[src/rtl/ptw_pkg.sv]
package ptw_pkg;

  typedef enum logic [2:0] {
    S_IDLE,
    S_READ_OUT,
    S_WAIT_OUT,
    S_READ_IN,
    S_WAIT_IN,
    S_DONE
  } walk_state_t;

  localparam logic [1:0] ACC_READ  = 2'd0;
  localparam logic [1:0] ACC_WRITE = 2'd1;
  localparam logic [1:0] ACC_EXEC  = 2'd2;

  localparam logic [1:0] PERM_RO   = 2'd0;
  localparam logic [1:0] PERM_RW   = 2'd1;
  localparam logic [1:0] PERM_XO   = 2'd2;
  localparam logic [1:0] PERM_FULL = 2'd3;

  localparam logic [1:0] FLT_OUTER_MISSING = 2'd1;
  localparam logic [1:0] FLT_INNER_MISSING = 2'd2;
  localparam logic [1:0] FLT_PERMISSION    = 2'd3;

  localparam int PTE_PRESENT_BIT = 0;
  localparam int PTE_PERM_LSB    = 1;

endpackage

[src/rtl/ptw_addr_gen.sv]
module ptw_addr_gen #(
  parameter int ADDR_W      = 32,
  parameter int IDX_W       = 10,
  parameter int ENTRY_SHIFT = 2
) (
  input  logic [ADDR_W-1:0] table_base,
  input  logic [IDX_W-1:0]  index,
  output logic [ADDR_W-1:0] entry_addr
);
  logic [ADDR_W-1:0] offset;

  always_comb begin
    offset     = ADDR_W'(index) << ENTRY_SHIFT;
    entry_addr = table_base + offset;
  end
endmodule

[src/rtl/ptw_pte_check.sv]
module ptw_pte_check
  import ptw_pkg::*;
#(
  parameter int PTE_W = 32
) (
  input  logic [PTE_W-1:0] pte,
  input  logic [1:0]       acc,
  output logic             present,
  output logic             allowed
);
  logic [1:0] perm;

  always_comb begin
    present = pte[PTE_PRESENT_BIT];
    perm    = pte[PTE_PERM_LSB +: 2];
    unique case (perm)
      PERM_RO:   allowed = (acc == ACC_READ);
      PERM_RW:   allowed = (acc == ACC_READ) || (acc == ACC_WRITE);
      PERM_XO:   allowed = (acc == ACC_EXEC);
      default:   allowed = (acc != 2'd3);
    endcase
  end

  always_comb begin

    perm_full_chk: assert (!(present && perm == PERM_FULL && acc == 2'd3 && allowed));
  end
endmodule

[src/rtl/ptw_walker.sv]
module ptw_walker
  import ptw_pkg::*;
#(
  parameter int VA_W     = 32,
  parameter int OUT_W    = 10,
  parameter int IN_W     = 10,
  parameter int PG_OFF_W = 12,
  parameter int PTE_W    = 32,
  parameter int PA_W     = 32
) (
  input  logic                      clk,
  input  logic                      rst,
  input  logic                      ctx_load_i,
  input  logic [PA_W-1:0]           ctx_base_i,
  input  logic                      req_valid_i,
  input  logic [VA_W-1:0]           req_vaddr_i,
  input  logic [1:0]                req_acc_i,
  output logic                      busy_o,
  output logic                      mem_req_o,
  output logic [PA_W-1:0]           mem_addr_o,
  input  logic                      mem_rvalid_i,
  input  logic [PTE_W-1:0]          mem_rdata_i,
  output logic                      done_o,
  output logic [PTE_W-PG_OFF_W-1:0] frame_o,
  output logic [1:0]                prot_o,
  output logic                      fault_o,
  output logic [1:0]                fault_code_o
);
  localparam int FRAME_W     = PTE_W - PG_OFF_W;
  localparam int ENTRY_SHIFT = $clog2(PTE_W / 8);
  localparam int VPN_W       = VA_W - PG_OFF_W;
  localparam int IDX_MAX     = (OUT_W > IN_W) ? OUT_W : IN_W;
  localparam int LEVELS      = 2;

  walk_state_t            state_q;
  logic [PA_W-1:0]        ptbr_q;
  logic [PA_W-1:0]        walk_base_q;
  logic [PA_W-1:0]        inner_base_q;
  logic [VPN_W-1:0]       vpn_q;
  logic [1:0]             acc_q;
  logic                   mem_req_q;
  logic [PA_W-1:0]        mem_addr_q;
  logic                   done_q;
  logic                   fault_q;
  logic [1:0]             code_q;
  logic [FRAME_W-1:0]     frame_q;
  logic [1:0]             prot_q;

  logic [IDX_MAX-1:0]     lvl_idx  [LEVELS];
  logic [PA_W-1:0]        lvl_tbl  [LEVELS];
  logic [PA_W-1:0]        lvl_addr [LEVELS];
  logic                   ent_present;
  logic                   ent_allowed;
  logic [PA_W-1:0]        next_inner_base;
  logic                   unused_bits;

  assign lvl_idx[0] = IDX_MAX'(vpn_q[VPN_W-1 -: OUT_W]);
  assign lvl_idx[1] = IDX_MAX'(vpn_q[IN_W-1:0]);
  assign lvl_tbl[0] = walk_base_q;
  assign lvl_tbl[1] = inner_base_q;

  for (genvar g = 0; g < LEVELS; g++) begin : g_level
    ptw_addr_gen #(
      .ADDR_W      (PA_W),
      .IDX_W       (IDX_MAX),
      .ENTRY_SHIFT (ENTRY_SHIFT)
    ) u_addr (
      .table_base (lvl_tbl[g]),
      .index      (lvl_idx[g]),
      .entry_addr (lvl_addr[g])
    );
  end

  ptw_pte_check #(.PTE_W(PTE_W)) u_check (
    .pte     (mem_rdata_i),
    .acc     (acc_q),
    .present (ent_present),
    .allowed (ent_allowed)
  );

  assign next_inner_base = PA_W'({mem_rdata_i[PTE_W-1:PG_OFF_W], {PG_OFF_W{1'b0}}});
  assign unused_bits     = ^{ctx_base_i[PG_OFF_W-1:0], req_vaddr_i[PG_OFF_W-1:0]};

  always_ff @(posedge clk) begin
    if (rst) begin
      state_q      <= S_IDLE;
      ptbr_q       <= '0;
      walk_base_q  <= '0;
      inner_base_q <= '0;
      vpn_q        <= '0;
      acc_q        <= '0;
      mem_req_q    <= 1'b0;
      mem_addr_q   <= '0;
      done_q       <= 1'b0;
      fault_q      <= 1'b0;
      code_q       <= '0;
      frame_q      <= '0;
      prot_q       <= '0;
    end else begin
      mem_req_q <= 1'b0;
      done_q    <= 1'b0;
      fault_q   <= 1'b0;
      if (ctx_load_i)
        ptbr_q <= {ctx_base_i[PA_W-1:PG_OFF_W], {PG_OFF_W{1'b0}}};
      unique case (state_q)
        S_IDLE: begin
          if (req_valid_i) begin
            vpn_q       <= req_vaddr_i[VA_W-1:PG_OFF_W];
            acc_q       <= req_acc_i;
            walk_base_q <= ptbr_q;
            state_q     <= S_READ_OUT;
          end
        end
        S_READ_OUT: begin
          mem_req_q  <= 1'b1;
          mem_addr_q <= lvl_addr[0];
          state_q    <= S_WAIT_OUT;
        end
        S_WAIT_OUT: begin
          if (mem_rvalid_i) begin
            if (!ent_present) begin
              fault_q <= 1'b1;
              code_q  <= FLT_OUTER_MISSING;
              state_q <= S_IDLE;
            end else if (!ent_allowed) begin
              fault_q <= 1'b1;
              code_q  <= FLT_PERMISSION;
              state_q <= S_IDLE;
            end else begin
              inner_base_q <= next_inner_base;
              state_q      <= S_READ_IN;
            end
          end
        end
        S_READ_IN: begin
          mem_req_q  <= 1'b1;
          mem_addr_q <= lvl_addr[1];
          state_q    <= S_WAIT_IN;
        end
        S_WAIT_IN: begin
          if (mem_rvalid_i) begin
            if (!ent_present) begin
              fault_q <= 1'b1;
              code_q  <= FLT_INNER_MISSING;
              state_q <= S_IDLE;
            end else if (!ent_allowed) begin
              fault_q <= 1'b1;
              code_q  <= FLT_PERMISSION;
              state_q <= S_IDLE;
            end else begin
              done_q  <= 1'b1;
              frame_q <= mem_rdata_i[PTE_W-1:PG_OFF_W];
              prot_q  <= mem_rdata_i[PTE_PERM_LSB +: 2];
              state_q <= S_DONE;
            end
          end
        end
        S_DONE:  state_q <= S_IDLE;
        default: state_q <= S_IDLE;
      endcase
    end
  end

  assign busy_o       = (state_q != S_IDLE);
  assign mem_req_o    = mem_req_q;
  assign mem_addr_o   = mem_addr_q;
  assign done_o       = done_q;
  assign frame_o      = frame_q;
  assign prot_o       = prot_q;
  assign fault_o      = fault_q;
  assign fault_code_o = code_q;


  mreq_pulse_chk: assert property (@(posedge clk) disable iff (rst)
    mem_req_o |=> !mem_req_o);


  mreq_align_chk: assert property (@(posedge clk) disable iff (rst)
    mem_req_o |-> (mem_addr_o[ENTRY_SHIFT-1:0] == '0));


  done_pulse_chk: assert property (@(posedge clk) disable iff (rst)
    done_o |=> (!done_o && !busy_o));


  result_excl_chk: assert property (@(posedge clk) disable iff (rst)
    !(done_o && fault_o));


  fault_idle_chk: assert property (@(posedge clk) disable iff (rst)
    fault_o |-> (!busy_o && fault_code_o != 2'd0));


  busy_start_chk: assert property (@(posedge clk) disable iff (rst)
    $rose(busy_o) |-> $past(req_valid_i));


  done_busy_chk: assert property (@(posedge clk) disable iff (rst)
    done_o |-> busy_o);
endmodule

[config.mk]
export PLATFORM = sky130hd
export DESIGN_NAME = ptw_walker
export DESIGN_NICKNAME = d
export VERILOG_FILES = /design/src/rtl/ptw_pkg.sv /design/src/rtl/ptw_addr_gen.sv /design/src/rtl/ptw_pte_check.sv /design/src/rtl/ptw_walker.sv
export SDC_FILE = /design/constraint.sdc
export NUM_CORES = 1
export LEC_CHECK = 0
export BUFFER_PORTS_ARGS = -buffer_cell sky130_fd_sc_hd__buf_2
export CAP_MARGIN = 20
export CORE_MARGIN = 8
export CORE_UTILIZATION = 35
export DETAILED_ROUTE_END_ITERATION = 10
export GPL_ROUTABILITY_DRIVEN = 1
export SYNTH_ARGS = -nofsm -noshare
export SYNTH_HDL_FRONTEND = slang
export SYNTH_SLANG_ARGS = --single-unit
[constraint.sdc]
create_clock -name clk -period 2.4 [get_ports clk]
set_input_delay 0.12 -clock clk [delete_from_list [all_inputs] [get_ports clk]]
set_output_delay 0.12 -clock clk [all_outputs]
set_load 0.005 [all_outputs]
# [Yosys cells after proc, flatten, opt, wreduce, memory -nomap -nowiden]
# Index checks and enable logic that the tools add are counted.
[word_totals] register_bits=144 out_inout_bits=60
[classes] add_sub_neg=2 n_eq_ne=12 n_mux=20 bitwise=4 reduce_logical=16
[ops] operator="adder 32 x 12 -> 32 bit" count=2
[ops] operator="one-hot mux 32 bit (2 select lines)" count=1
[ops] operator="two-way mux 3 bit" count=5
[ops] operator="one-hot mux 3 bit (5 select lines)" count=1
[ops] operator="two-way mux 2 bit" count=7
[ops] operator="inequality test 2 bit, second input constant" count=4
[ops] operator="AND reduction 4 bit" count=2
[ops] operator="== test 3 x 2 -> 1 bit, second input constant" count=2
[ops] operator="AND reduction 3 bit" count=2
[ops] operator="== test 2 x 1 -> 1 bit, second input constant" count=2
[ops] operator="== test 2 bit, second input constant" count=2
[ops] operator="logical NOT 2 bit" count=2
[ops] operator="two-way mux 1 bit" count=4
[ops] operator="inverter 1 bit" count=4
[ops] operator="one-hot mux 2 bit (2 select lines)" count=1
[ops] operator="nonzero test 2 bit" count=2
[ops] operator="OR reduction 2 bit" count=2
[ops] operator="OR reduction 4 bit" count=1
[ops] operator="== test 3 x 1 -> 1 bit, second input constant" count=1
[ops] operator="== test 3 bit, second input constant" count=1
[ops] operator="logical NOT 3 bit" count=1
[ops] operator="one-hot mux 1 bit (3 select lines)" count=1
[ops] operator="nonzero test 3 bit" count=1
[ops] operator="OR reduction 3 bit" count=1
[ops] operator="other kinds (2)" count=2

# [Logic depth before layout (Yosys ltp)]
# Gate-level depths: netlist (run 1).
[logic_depth] ltp_word=7 ltp_mapped=7

# [Cells and area by module]
# Synthesis (run 1) repeated with hierarchy kept, for this count alone.
[hier_totals] hier_cells=855 hier_area_um2=7397.1
[by_module_without_submodules] module="ptw_walker" instances=1 cells_each=618 area_per_inst_um2=5641.7
[by_module_without_submodules] module="ptw_addr_gen at g_level[0].u_addr" instances=1 cells_each=121 area_per_inst_um2=879.6
[by_module_without_submodules] module="ptw_addr_gen at g_level[1].u_addr" instances=1 cells_each=112 area_per_inst_um2=842.1
[by_module_without_submodules] module="ptw_pte_check" instances=1 cells_each=4 area_per_inst_um2=33.8

# [Worst setup path after synthesis (run 1)]
# Ideal clock, no wire load.
[synth_timing] kind="flip-flop to flip-flop" startpoint="register acc_q[1]" endpoint="register frame_q[1], in the netlist frame_o[1]" setup_ps=132 t_arrival_ps=1221 path_slack_ps=1047 path_stages_with_launch=7 path_buffers=2 cell_sequence="dfxtp_1 or2_4 o221a_2 buf_4 buf_4 nand3_1 a21oi_1"
[synth_between] elab_chain_len=4
[synth_lines] element="start: declaration" line_no="ptw_walker.sv:40" text="logic [1:0] acc_q;"
[synth_lines] element="start signal: assignment" line_no="ptw_walker.sv:109" text="acc_q <= req_acc_i;"
[synth_lines] element="== test 2 x 1 -> 1 bit / logical NOT 2 bit (equally long branches)" line_no="ptw_pte_check.sv:18, ptw_pte_check.sv:17"
[synth_lines] element="logical OR 1 bit" line_no="ptw_pte_check.sv:18" text="PERM_RW: allowed = (acc == ACC_READ) || (acc == ACC_WRITE);"
[synth_lines] element="one-hot mux 1 bit (3 select lines) (*)" line_no="ptw_pte_check.sv:16" text="unique case (perm)"
[synth_lines] element="AND reduction 4 bit (no line) (*)"
[synth_lines] element="end signal: assignment" line_no="ptw_walker.sv:152" text="frame_q <= mem_rdata_i[PTE_W-1:PG_OFF_W];"
[synth_lines] element="end: declaration" line_no="ptw_walker.sv:46" text="logic [FRAME_W-1:0] frame_q;"
# Every way passes the cells marked *; elsewhere a longest branch is shown, timed or not.
# A chain may end at the register's enable or synchronous reset.

# [Worst setup path in the final report (run 1)]
[layout_timing] startpoint="register state_q[2]" endpoint="register frame_q[13], in the netlist frame_o[13]"
[layout_between] elab_chain_len=2
[layout_lines] element="start: declaration" line_no="ptw_walker.sv:35" text="walk_state_t state_q;"
[layout_lines] element="start signal: assignment" line_no="ptw_walker.sv:86" text="state_q <= S_IDLE;"
[layout_lines] element="start signal: assignment" line_no="ptw_walker.sv:111" text="state_q <= S_READ_OUT;"
[layout_lines] element="start signal: assignment" line_no="ptw_walker.sv:117" text="state_q <= S_WAIT_OUT;"
[layout_lines] element="== test 3 bit" line_no="ptw_walker.sv:105" text="unique case (state_q)"
[layout_lines] element="AND reduction 4 bit (no line)"
# Every way passes these cells.

==> results.yml, run 1 <==
cells_and_area:
  multi_input_area_um2: 2340
  finalInstanceArea_um2: 7590
  n_fill_cell: 1517
  layout-drive-gt1-share_pct: 22.1
  synthToLayoutAreaGrowth_pct: 37.6
  regArea_um2: 2840
  nets: 896
setup_path:
  r2r_end: "frame_o[13]$_SDFFE_PP0P_"
  rr_worst_depth: 4
  worstSetupPathType: "flip-flop to flip-flop"
  r2r_slack_ns: 0.44
  reg2reg_from: "state_q[2]$_SDFFE_PP0P_"
  required_ns: 2.74
  cp-start-kind: "flip-flop"
  worst-path-max-fanout: 22
  cp_data_arrival_time_ns: 2.30
  critPathCaptureType: "flip-flop"
pwr:
  p_leak_nw: 3.00
  ir_drop_mv: 0.486
  p_total_mw: 6.17
  p_per_area_nw_per_um2: 813
global_routing:
  grt_start_max_net_pins: 52
  grt_use_total_pct: 16.1
  grt_pass1_vias: 4838
  globalRouteOverflowTotal: 0
  grt_antenna_before_repair: 0
  grt_pass1_wl_mm: 25.6
die:
  die_w_um: 142
  coreArea_um2: 15700
  start_util_pct: 35.2
  die_h_um: 142
  io_pins: 163
  row_count: 46
  dieArea_um2: 20000
routing:
  wl_mm: 15.7
  avgRoutedWirePerCell_um: 15.4
  vias_per_cell: 4.74
  dr_total_vias: 4849
  remaining_drc_errors: 0
  first_pass_iters: 4
  drtIter0Drc: 243
  antenna_left: 0
placement:
  place_area_um2: 6270
  routabilityCongestion: 0.739
  portBuffers: 127
  hpwl_mm: 10.0
logic_synthesis:
  ys.flop_type: "dfxtp_1"
  synthDominantCellAreaShare_pct: 51.5
  seq_area_frac_synth_pct: 51.5
  synth_common_cells: "dfxtp_1 (142), nand2_1 (90), a21oi_1 (85), nor2_1 (56), mux2i_1 (50)"
  synthCells: 628
  synth_area_um2: 5520
  ys_ff_latch: 142
  yosysMostFrequentCell: "dfxtp_1"
  synth_warnings: 0
  yosysUniqueCellTypes: 28
  synth.largest_area_cell: "dfxtp_1"
  synthArstFlopShare_pct: 0
  synth_area_per_cell_um2: 8.78
  synth_area_leaders: "dfxtp_1 (52%), mux2i_1 (9.1%), a21oi_1 (7.7%)"
  synth_edf_count: 0
timing:
  finClkSkew_ns: 0.00485
  clock.fmax_ghz: 0.510
  worst_pin_slew_ns: 1.08
  setup-violations-final: 0
  tns_ns: 0
  finalHoldViolations: 0
  finalCritPeriodShare_pct: 81.7
  slew_viol_final: 0
  relSlewSlack_pct: 28.2
  fin_hold_ws_ns: 0.0292
  rsz0062_at_grt: "no"
  period_needed_ns: 1.96
clock_network:
  cts_buffers: 17
  post_cts_buffers: 0
  htree_levels: 4
  cts_sinks: 142
  root_buffer: "clkbuf_16"
  clk_path_buf_depth: 2
  cts_tree: "yes"
  clk_pin_slew_ns: 0.06
  clkLatencyLatePin_ns: 0.41
min_path:
  hold_depth: 3
  hold_end: "state_q[0]$_SDFFE_PP0P_"
  hp-start: "mem_rvalid_i"
  hold_class: "input port to flip-flop"
outcome:
  status: "finished clean"
job:
  cap_violations: 0
==> metal layers <==
metal,routed length [um],vias up,track usage [%]
met3,829,16,4.87
li1,-,2491,-
met4,279,0,7.07
met5,0,-,0
met1,7530,2217,20.8
met2,7110,125,24.5
==> repair_timing <==
item | CTS | global route
endpoints found under the hold margin | 84 | 0
resized for setup | 0 | 0
endpoints found under the setup margin | 0 | 0
hold buffers | 64 | 0
==> sequential cells by signal (all words and copies together), names as in the netlist, 2 cells and up <==
name and count:
acc_q 2, fault_code_o 2, frame_o 20, inner_base_q 20, lvl_idx 20, mem_addr_o 30, prot_o 2, ptbr_q 20
state_q 3, walk_base_q 20
==> per-stage QoR <==
step,utilization (%),std cells,setup WS (ns)
after floorplan,-,629,1.05
after CTS,48.5,1022,0.467
after global placement,40.1,926,0.501
after detailed placement,40.1,926,0.476
after global routing,48.5,1022,0.267
final,48.5,1023,0.438
==> cells in the final DEF (no fill, tap or decap), types with 4 or more instances in the layout <==
cell           instances
buf_2                126
nor2b_1                4
dfxtp_1              141
nand3_1               42
nand2_1               90
nor2_1                56
buf_12                 5
dlygate4sd3_1         64
bufinv_16              6
a21oi_1               85
a211oi_1              34
buf_4                  9
clkbuf_16             17
mux2i_1               50
o21ai_0               39
inv_1                  5
==> final cells by class <==
cell class | instances | area share [%]
diodes | 1 | 0.0330
clock buffers | 21 | 6.07
clock inverters | 11 | 2.79
inverters | 5 | 0.247
multi-input cells | 423 | 30.9
flip-flops and latches | 142 | 37.5
well taps | 216 | 3.56
repair buffers | 204 | 19.0
==> power breakdown <==
group          total, mW  internal, mW  switching (mW)
sequential          2.53          2.47          0.0599
clock               3.00          2.00            1.00
combinational      0.640         0.291           0.349
total               6.17          4.76            1.41
==> logic make-up (layout without fill, tap and decap cells) <==
group | count (synthesis) | after routing | share of synthesized area (%)
flip-flops | 142 | 142 | 51.5
AND/OR/NAND/NOR | 204 | 204 | 15.6
multiplexers | 50 | 50 | 9.07
other | 1 | 3 | 0.0680
AO/OA/AOI/OAI | 167 | 167 | 17.5
buffers and inverters | 64 | 241 | 6.21
==> worst max-delay path by stage <==
stage,from,endpoint
after global placement,state_q[2]$_SDFFE_PP0P_,frame_o[8]$_SDFFE_PP0P_
after floorplan,acc_q[1]$_SDFFE_PP0P_,frame_o[1]$_SDFFE_PP0P_
after global routing,state_q[2]$_SDFFE_PP0P_,frame_o[10]$_SDFFE_PP0P_
after detailed placement,state_q[2]$_SDFFE_PP0P_,frame_o[3]$_SDFFE_PP0P_
after CTS,state_q[2]$_SDFFE_PP0P_,frame_o[18]$_SDFFE_PP0P_
final,state_q[2]$_SDFFE_PP0P_,frame_o[13]$_SDFFE_PP0P_
==> critical path, cell delays in order, from the launching register on <==
cell	delay, ns
dfxtp_1	0.55
nand2b_1	0.15
nor2_2	0.83
nand3_1	0.17
a21oi_1	0.18
Power figures use the tool's default switching activity.
==> run 2: changes to the inputs <==
- ABC_AREA: default -> 1
- clock period: 2.4 -> 1.8 ns (I/O delays scaled with it)
==> run 2 against run 1 <==
Effect of this change: sequential share of layout area decreased by 0.33 points; combinational power increased by 70%; largest cell class unchanged; non-clock buffer count decreased by 3; clock skew increased by 0.0017 ns; setup slack got worse by 0.26 ns; core utilization increased by 0.42 points; highest routed layer unchanged; die area increased by 0.32%; synthesized cell count increased by 21%; critical endpoint is now inner_base_q[16]$_SDFFE_PP0P_.
==> results.yml, run 2 <==
outcome:
  status: "finished clean"
placement:
  hpwl_mm: 10.2
  place_area_um2: 6340
  portBuffers: 127
  routabilityCongestion: 0.781
timing:
  setup-violations-final: 0
  clock.fmax_ghz: 0.616
  period_needed_ns: 1.62
  fin_hold_ws_ns: 0.0219
  slew_viol_final: 0
  relSlewSlack_pct: 63.8
  finClkSkew_ns: 0.00658
  finalHoldViolations: 0
  finalCritPeriodShare_pct: 90.1
  tns_ns: 0
  worst_pin_slew_ns: 0.543
  rsz0062_at_grt: "no"
cells_and_area:
  layout-drive-gt1-share_pct: 19.4
  synthToLayoutAreaGrowth_pct: 38.2
  nets: 1043
  finalInstanceArea_um2: 7650
  diodes: 0
  largest_reg_flops: 30
  final_common_cell: "nand2_1"
  layout_common_cells: "nand2_1 (166), dfxtp_1 (142), nor2_1 (139), buf_2 (127), inv_1 (98)"
routing:
  avgRoutedWirePerCell_um: 13.3
  drtIter0Drc: 324
  vias_per_cell: 4.29
  first_pass_iters: 5
  wl_mm: 15.6
  remaining_drc_errors: 0
  dr_total_vias: 5012
  antenna_left: 0
die:
  start_util_pct: 35.4
  die_w_um: 142
  dieArea_um2: 20100
  io_pins: 163
  row_count: 46
  die_h_um: 142
  coreArea_um2: 15700
setup_path:
  required_ns: 2.10
  r2r_slack_ns: 0.19
  critPathCaptureType: "flip-flop"
  cp_data_arrival_time_ns: 1.92
  critPathMaxStageDelay_ns: 0.53
  cpMostUsedCell: "nor2_1"
  worstSetupPathType: "input port to flip-flop"
  cp-start-kind: "input port"
  worst-path-max-fanout: 40
  cp_slowest_cell: "dlygate4sd3_1"
  path_cells: "dlygate4sd3_1, buf_2, nand2_1, a21oi_2, nand4_1, buf_12, nor2_1, nor2_1"
global_routing:
  grt_antenna_before_repair: 0
  grt_pass1_wl_mm: 24.6
  globalRouteOverflowTotal: 0
  grt_use_total_pct: 15.5
  grt_pass1_vias: 4764
  grt_start_max_net_pins: 85
pwr:
  p_leak_nw: 3.68
  ir_drop_mv: 0.699
  p_per_area_nw_per_um2: 1110
  p_total_mw: 8.47
clock_network:
  clk_path_buf_depth: 2
  cts_buffers: 17
  root_buffer: "clkbuf_16"
  cts_sinks: 142
  clkLatencyLatePin_ns: 0.41
  cts_tree: "yes"
  htree_levels: 4
  clk_pin_slew_ns: 0.05
logic_synthesis:
  synth_edf_count: 0
  yosysMostFrequentCell: "nand2_1"
  synthArstFlopShare_pct: 0
  synth_warnings: 0
  ys_ff_latch: 142
  synthCells: 763
  synth_area_leaders: "dfxtp_1 (51%), nand2_1 (11%), nor2_1 (9.4%)"
  synth_area_per_cell_um2: 7.26
  yosysUniqueCellTypes: 28
  seq_area_frac_synth_pct: 51.3
  synthDominantCellAreaShare_pct: 51.3
  synth.largest_area_cell: "dfxtp_1"
  synth_common_cells: "nand2_1 (166), dfxtp_1 (142), nor2_1 (139), inv_1 (99), o21ai_0 (63)"
  ys.flop_type: "dfxtp_1"
  synth_area_um2: 5540
job:
  cap_violations: 0
min_path:
  hold_class: "input port to flip-flop"
-- run 2: cell types whose count changed in the layout (fill, tap and decap cells not counted), sizes merged, moves of 6 or more --
| cell | change |
|---|---|
| o21ai | +29 |
| a21oi | -32 |
| a211oi | -35 |
| inv | +100 |
| mux2i | -50 |
| nand2 | +78 |
| o221ai | +6 |
| a31oi | +15 |
| nand3 | -35 |
| nor2 | +84 |
-- run 2: metal layers --
layer  wire (um)  part of all wire, %  track usage [%]  up-vias
met4         259                  1.7             6.16        0
met5           0                    0                0        -
met1        7150                   46             19.0     2176
met3         881                  5.7             4.33       19
met2        7280                   47             25.3      101
li1            -                    -                -     2716
-- run 2: cell families (layout without fill, tap and decap cells) --
family                 Yosys count  count (layout)  synth area share (%)
other                            1               2                0.0677
flip-flops                     142             142                  51.3
AO/OA/AOI/OAI                  149             149                  14.5
buffers and inverters          151             339                  11.2
AND/OR/NAND/NOR                320             321                  22.9
-- run 2: cell type report --
type | count | area [um^2]
clock inverters | 10 | 184
fillers | 1631 | 8000
clock buffers | 22 | 474
inverters | 106 | 399
well taps | 216 | 270
repair buffers | 201 | 1390
multi-input cells | 472 | 2100
flip-flops and latches | 142 | 2840
-- run 2: what timing repair did --
action,CTS,global route
hold buffers,63,0
endpoints found under the hold margin,83,0
setup buffers,0,0
setup endpoints to repair,0,22
gates resized for setup,0,1
-- run 2: worst max-delay path: cells and delay by family --
family | cells | cell delay [ns]
AO/OA/AOI/OAI | 1 | 0.38
AND/OR/NAND/NOR | 4 | 0.51
buffers and inverters | 3 | 0.92
-- run 2: path summary, 6_finish.rpt --
check / from / end / depth (start not counted)
worst max-delay path: mem_rdata_i[2] / inner_base_q[16]$_SDFFE_PP0P_ / 8
worst min-delay path: req_acc_i[1] / acc_q[1]$_SDFFE_PP0P_ / 3
worst max register to register: acc_q[0]$_SDFFE_PP0P_ / inner_base_q[16]$_SDFFE_PP0P_ / 7
worst min register to register: lvl_idx[15]$_SDFFE_PP0P_ / lvl_idx[15]$_SDFFE_PP0P_ / 2
-- run 2: where the power goes --
group          leakage (nW)  internal [mW]  switching, mW
sequential             1.16           3.40          0.124
combinational          2.20          0.441          0.651
clock                 0.316           2.57           1.29
-- run 2: through the flow --
step                      util (%)  setup WS (ns)  cells
after CTS                     48.8         0.0660   1168
final                         48.9          0.178   1169
after detailed placement      40.5         0.0903   1073
after global placement        40.5          0.103   1073
after floorplan                  -          0.508    764
after global routing          48.9         0.0438   1169
==> run 3: changes to the inputs <==
- CORE_MARGIN: 8 -> default
==> run 3 against run 2 <==
Effect of this change: flip-flop and latch count did not move; setup slack got worse by 0.0078 ns; clock power fell by 8.6%; global-route usage increased by 3.1 points; clock skew grew 0.0012 ns; critical path type unchanged; non-clock buffer count is 3 higher; core utilization is 1.2 points higher.
==> results.yml, run 3 (synthesized netlist as in run 2, its figures left out) <==
outcome:
  status: "finished clean"
cells_and_area:
  final_core_util_pct: 50.0
  largest_reg_flops: 30
  layout-drive-gt1-share_pct: 19.7
  final_common_cell: "nand2_1"
  diodes: 0
  finalInstanceArea_um2: 7660
  synthToLayoutAreaGrowth_pct: 38.4
  layout_common_cells: "nand2_1 (166), dfxtp_1 (142), nor2_1 (139), buf_2 (127), inv_1 (98)"
  nets: 1046
routing:
  drtIter0Drc: 285
  wl_mm: 14.8
  vias_per_cell: 4.34
  remaining_drc_errors: 0
  antenna_left: 0
  avgRoutedWirePerCell_um: 12.7
  dr_total_vias: 5059
  first_pass_iters: 6
global_routing:
  use_met2_pct: 29.9
  grt_antenna_before_repair: 0
  grt_use_total_pct: 18.6
  top_usage_layer: "met2"
  grtUsageMet1_pct: 23.9
  globalRouteOverflowTotal: 0
  grt_pass1_wl_mm: 23.3
  grt_pass1_vias: 4645
  grtUsageMet3_pct: 4.47
  grt_start_max_net_pins: 50
clock_network:
  htree_levels: 4
  clkLatencyLatePin_ns: 0.42
  clk_path_buf_depth: 2
  root_buffer: "clkbuf_16"
  cts_buffers: 17
  clk_pin_slew_ns: 0.06
  cts_sinks: 142
  cts_tree: "yes"
die:
  coreArea_um2: 15300
  io_pins: 163
  start_util_pct: 36.2
  die_h_um: 128
  die_w_um: 128
  row_count: 45
  dieArea_um2: 16300
timing:
  setup-violations-final: 0
  fin_hold_ws_ns: 0.0886
  worst_pin_slew_ns: 0.570
  finalCritPeriodShare_pct: 90.6
  rsz0062_at_grt: "no"
  finalHoldViolations: 0
  relSlewSlack_pct: 62.0
  clock.fmax_ghz: 0.613
  finClkSkew_ns: 0.00774
  tns_ns: 0
  period_needed_ns: 1.63
  slew_viol_final: 0
setup_path:
  worst-path-max-fanout: 40
  cp_slowest_cell: "dlygate4sd3_1"
  rr_worst_depth: 7
  cpMostUsedCell: "nor2_1"
  critPathMaxStageDelay_ns: 0.53
  cp-start-kind: "input port"
  critPathCaptureType: "flip-flop"
  cp_data_arrival_time_ns: 1.94
  worstSetupPathType: "input port to flip-flop"
  required_ns: 2.11
  path_cells: "dlygate4sd3_1, buf_2, nand2_1, a21oi_2, nand4_1, buf_12, nor2_1, nor2_1"
placement:
  place_area_um2: 6390
  routabilityCongestion: 0.811
  hpwl_mm: 9.50
  portBuffers: 127
job:
  cap_violations: 0
pwr:
  p_per_area_nw_per_um2: 1070
  p_leak_nw: 3.67
  ir_drop_mv: 0.785
min_path:
  hold_class: "input port to flip-flop"
  hold_depth: 4
==> run 3: changes by cell type in the layout (fill, tap and decap cells not counted), moves of 3 or more <==
cell	previous run	this run
bufinv_16	5	2
buf_12	3	7
clkinvlp_4	2	5
inv_6	0	3
clkinv_4	1	4
buf_4	8	5
==> run 3: through the flow <==
stage	power [mW]	setup WS [ns]	cells
2_1_floorplan	4.21	0.508	764
3_3_place_gp	4.60	0.110	1069
3_5_place_dp	4.61	0.0943	1069
4_1_cts	8.25	0.0696	1166
5_1_grt	8.55	0.00584	1167
6_report	8.18	0.170	1167
==> run 3: final timing paths <==
kind	start	endpoint	slack (ns)
setup / recovery	mem_rdata_i[2]	inner_base_q[20]$_SDFFE_PP0P_	0.17
hold / removal	mem_rvalid_i	fault_code_o[1]$_SDFFE_PP0P_	0.09
setup reg to reg	acc_q[0]$_SDFFE_PP0P_	inner_base_q[20]$_SDFFE_PP0P_	0.17
hold reg to reg	walk_base_q[14]$_SDFFE_PP0P_	walk_base_q[14]$_SDFFE_PP0P_	0.44
==> run 3: report_power, final <==
group	internal [mW]	total (mW)	switching, mW	leakage [nW]
clock	2.09	3.52	1.43	0.276
combinational	0.476	1.13	0.658	2.23
sequential	3.40	3.52	0.126	1.16
total	5.97	8.18	2.21	3.67
==> run 3: routing by layer <==
layer	wire, um	share of wire, %
met5	0	0
met3	561	3.8
met2	6760	46
met4	244	1.7
met1	7210	49
==> run 3: critical path: cells and delay by family <==
family | cells | cell delay [ns]
AND/OR/NAND/NOR | 4 | 0.52
AO/OA/AOI/OAI | 1 | 0.39
buffers and inverters | 3 | 0.92
==> run 3: final cells by class <==
type	count	area [um^2]
clock buffers	18	439
multi-input cells	472	2100
well taps	211	264
fillers	1567	7650
inverters	106	399
repair buffers	204	1460
flip-flops and latches	142	2840
clock inverters	14	159
==> run 3: timing repair <==
item	4_1_cts	5_1_grt
endpoints found under the hold margin	85	0
buffers inserted	0	0
endpoints found under the setup margin	0	22
hold buffers	65	0
gates resized for setup	0	1
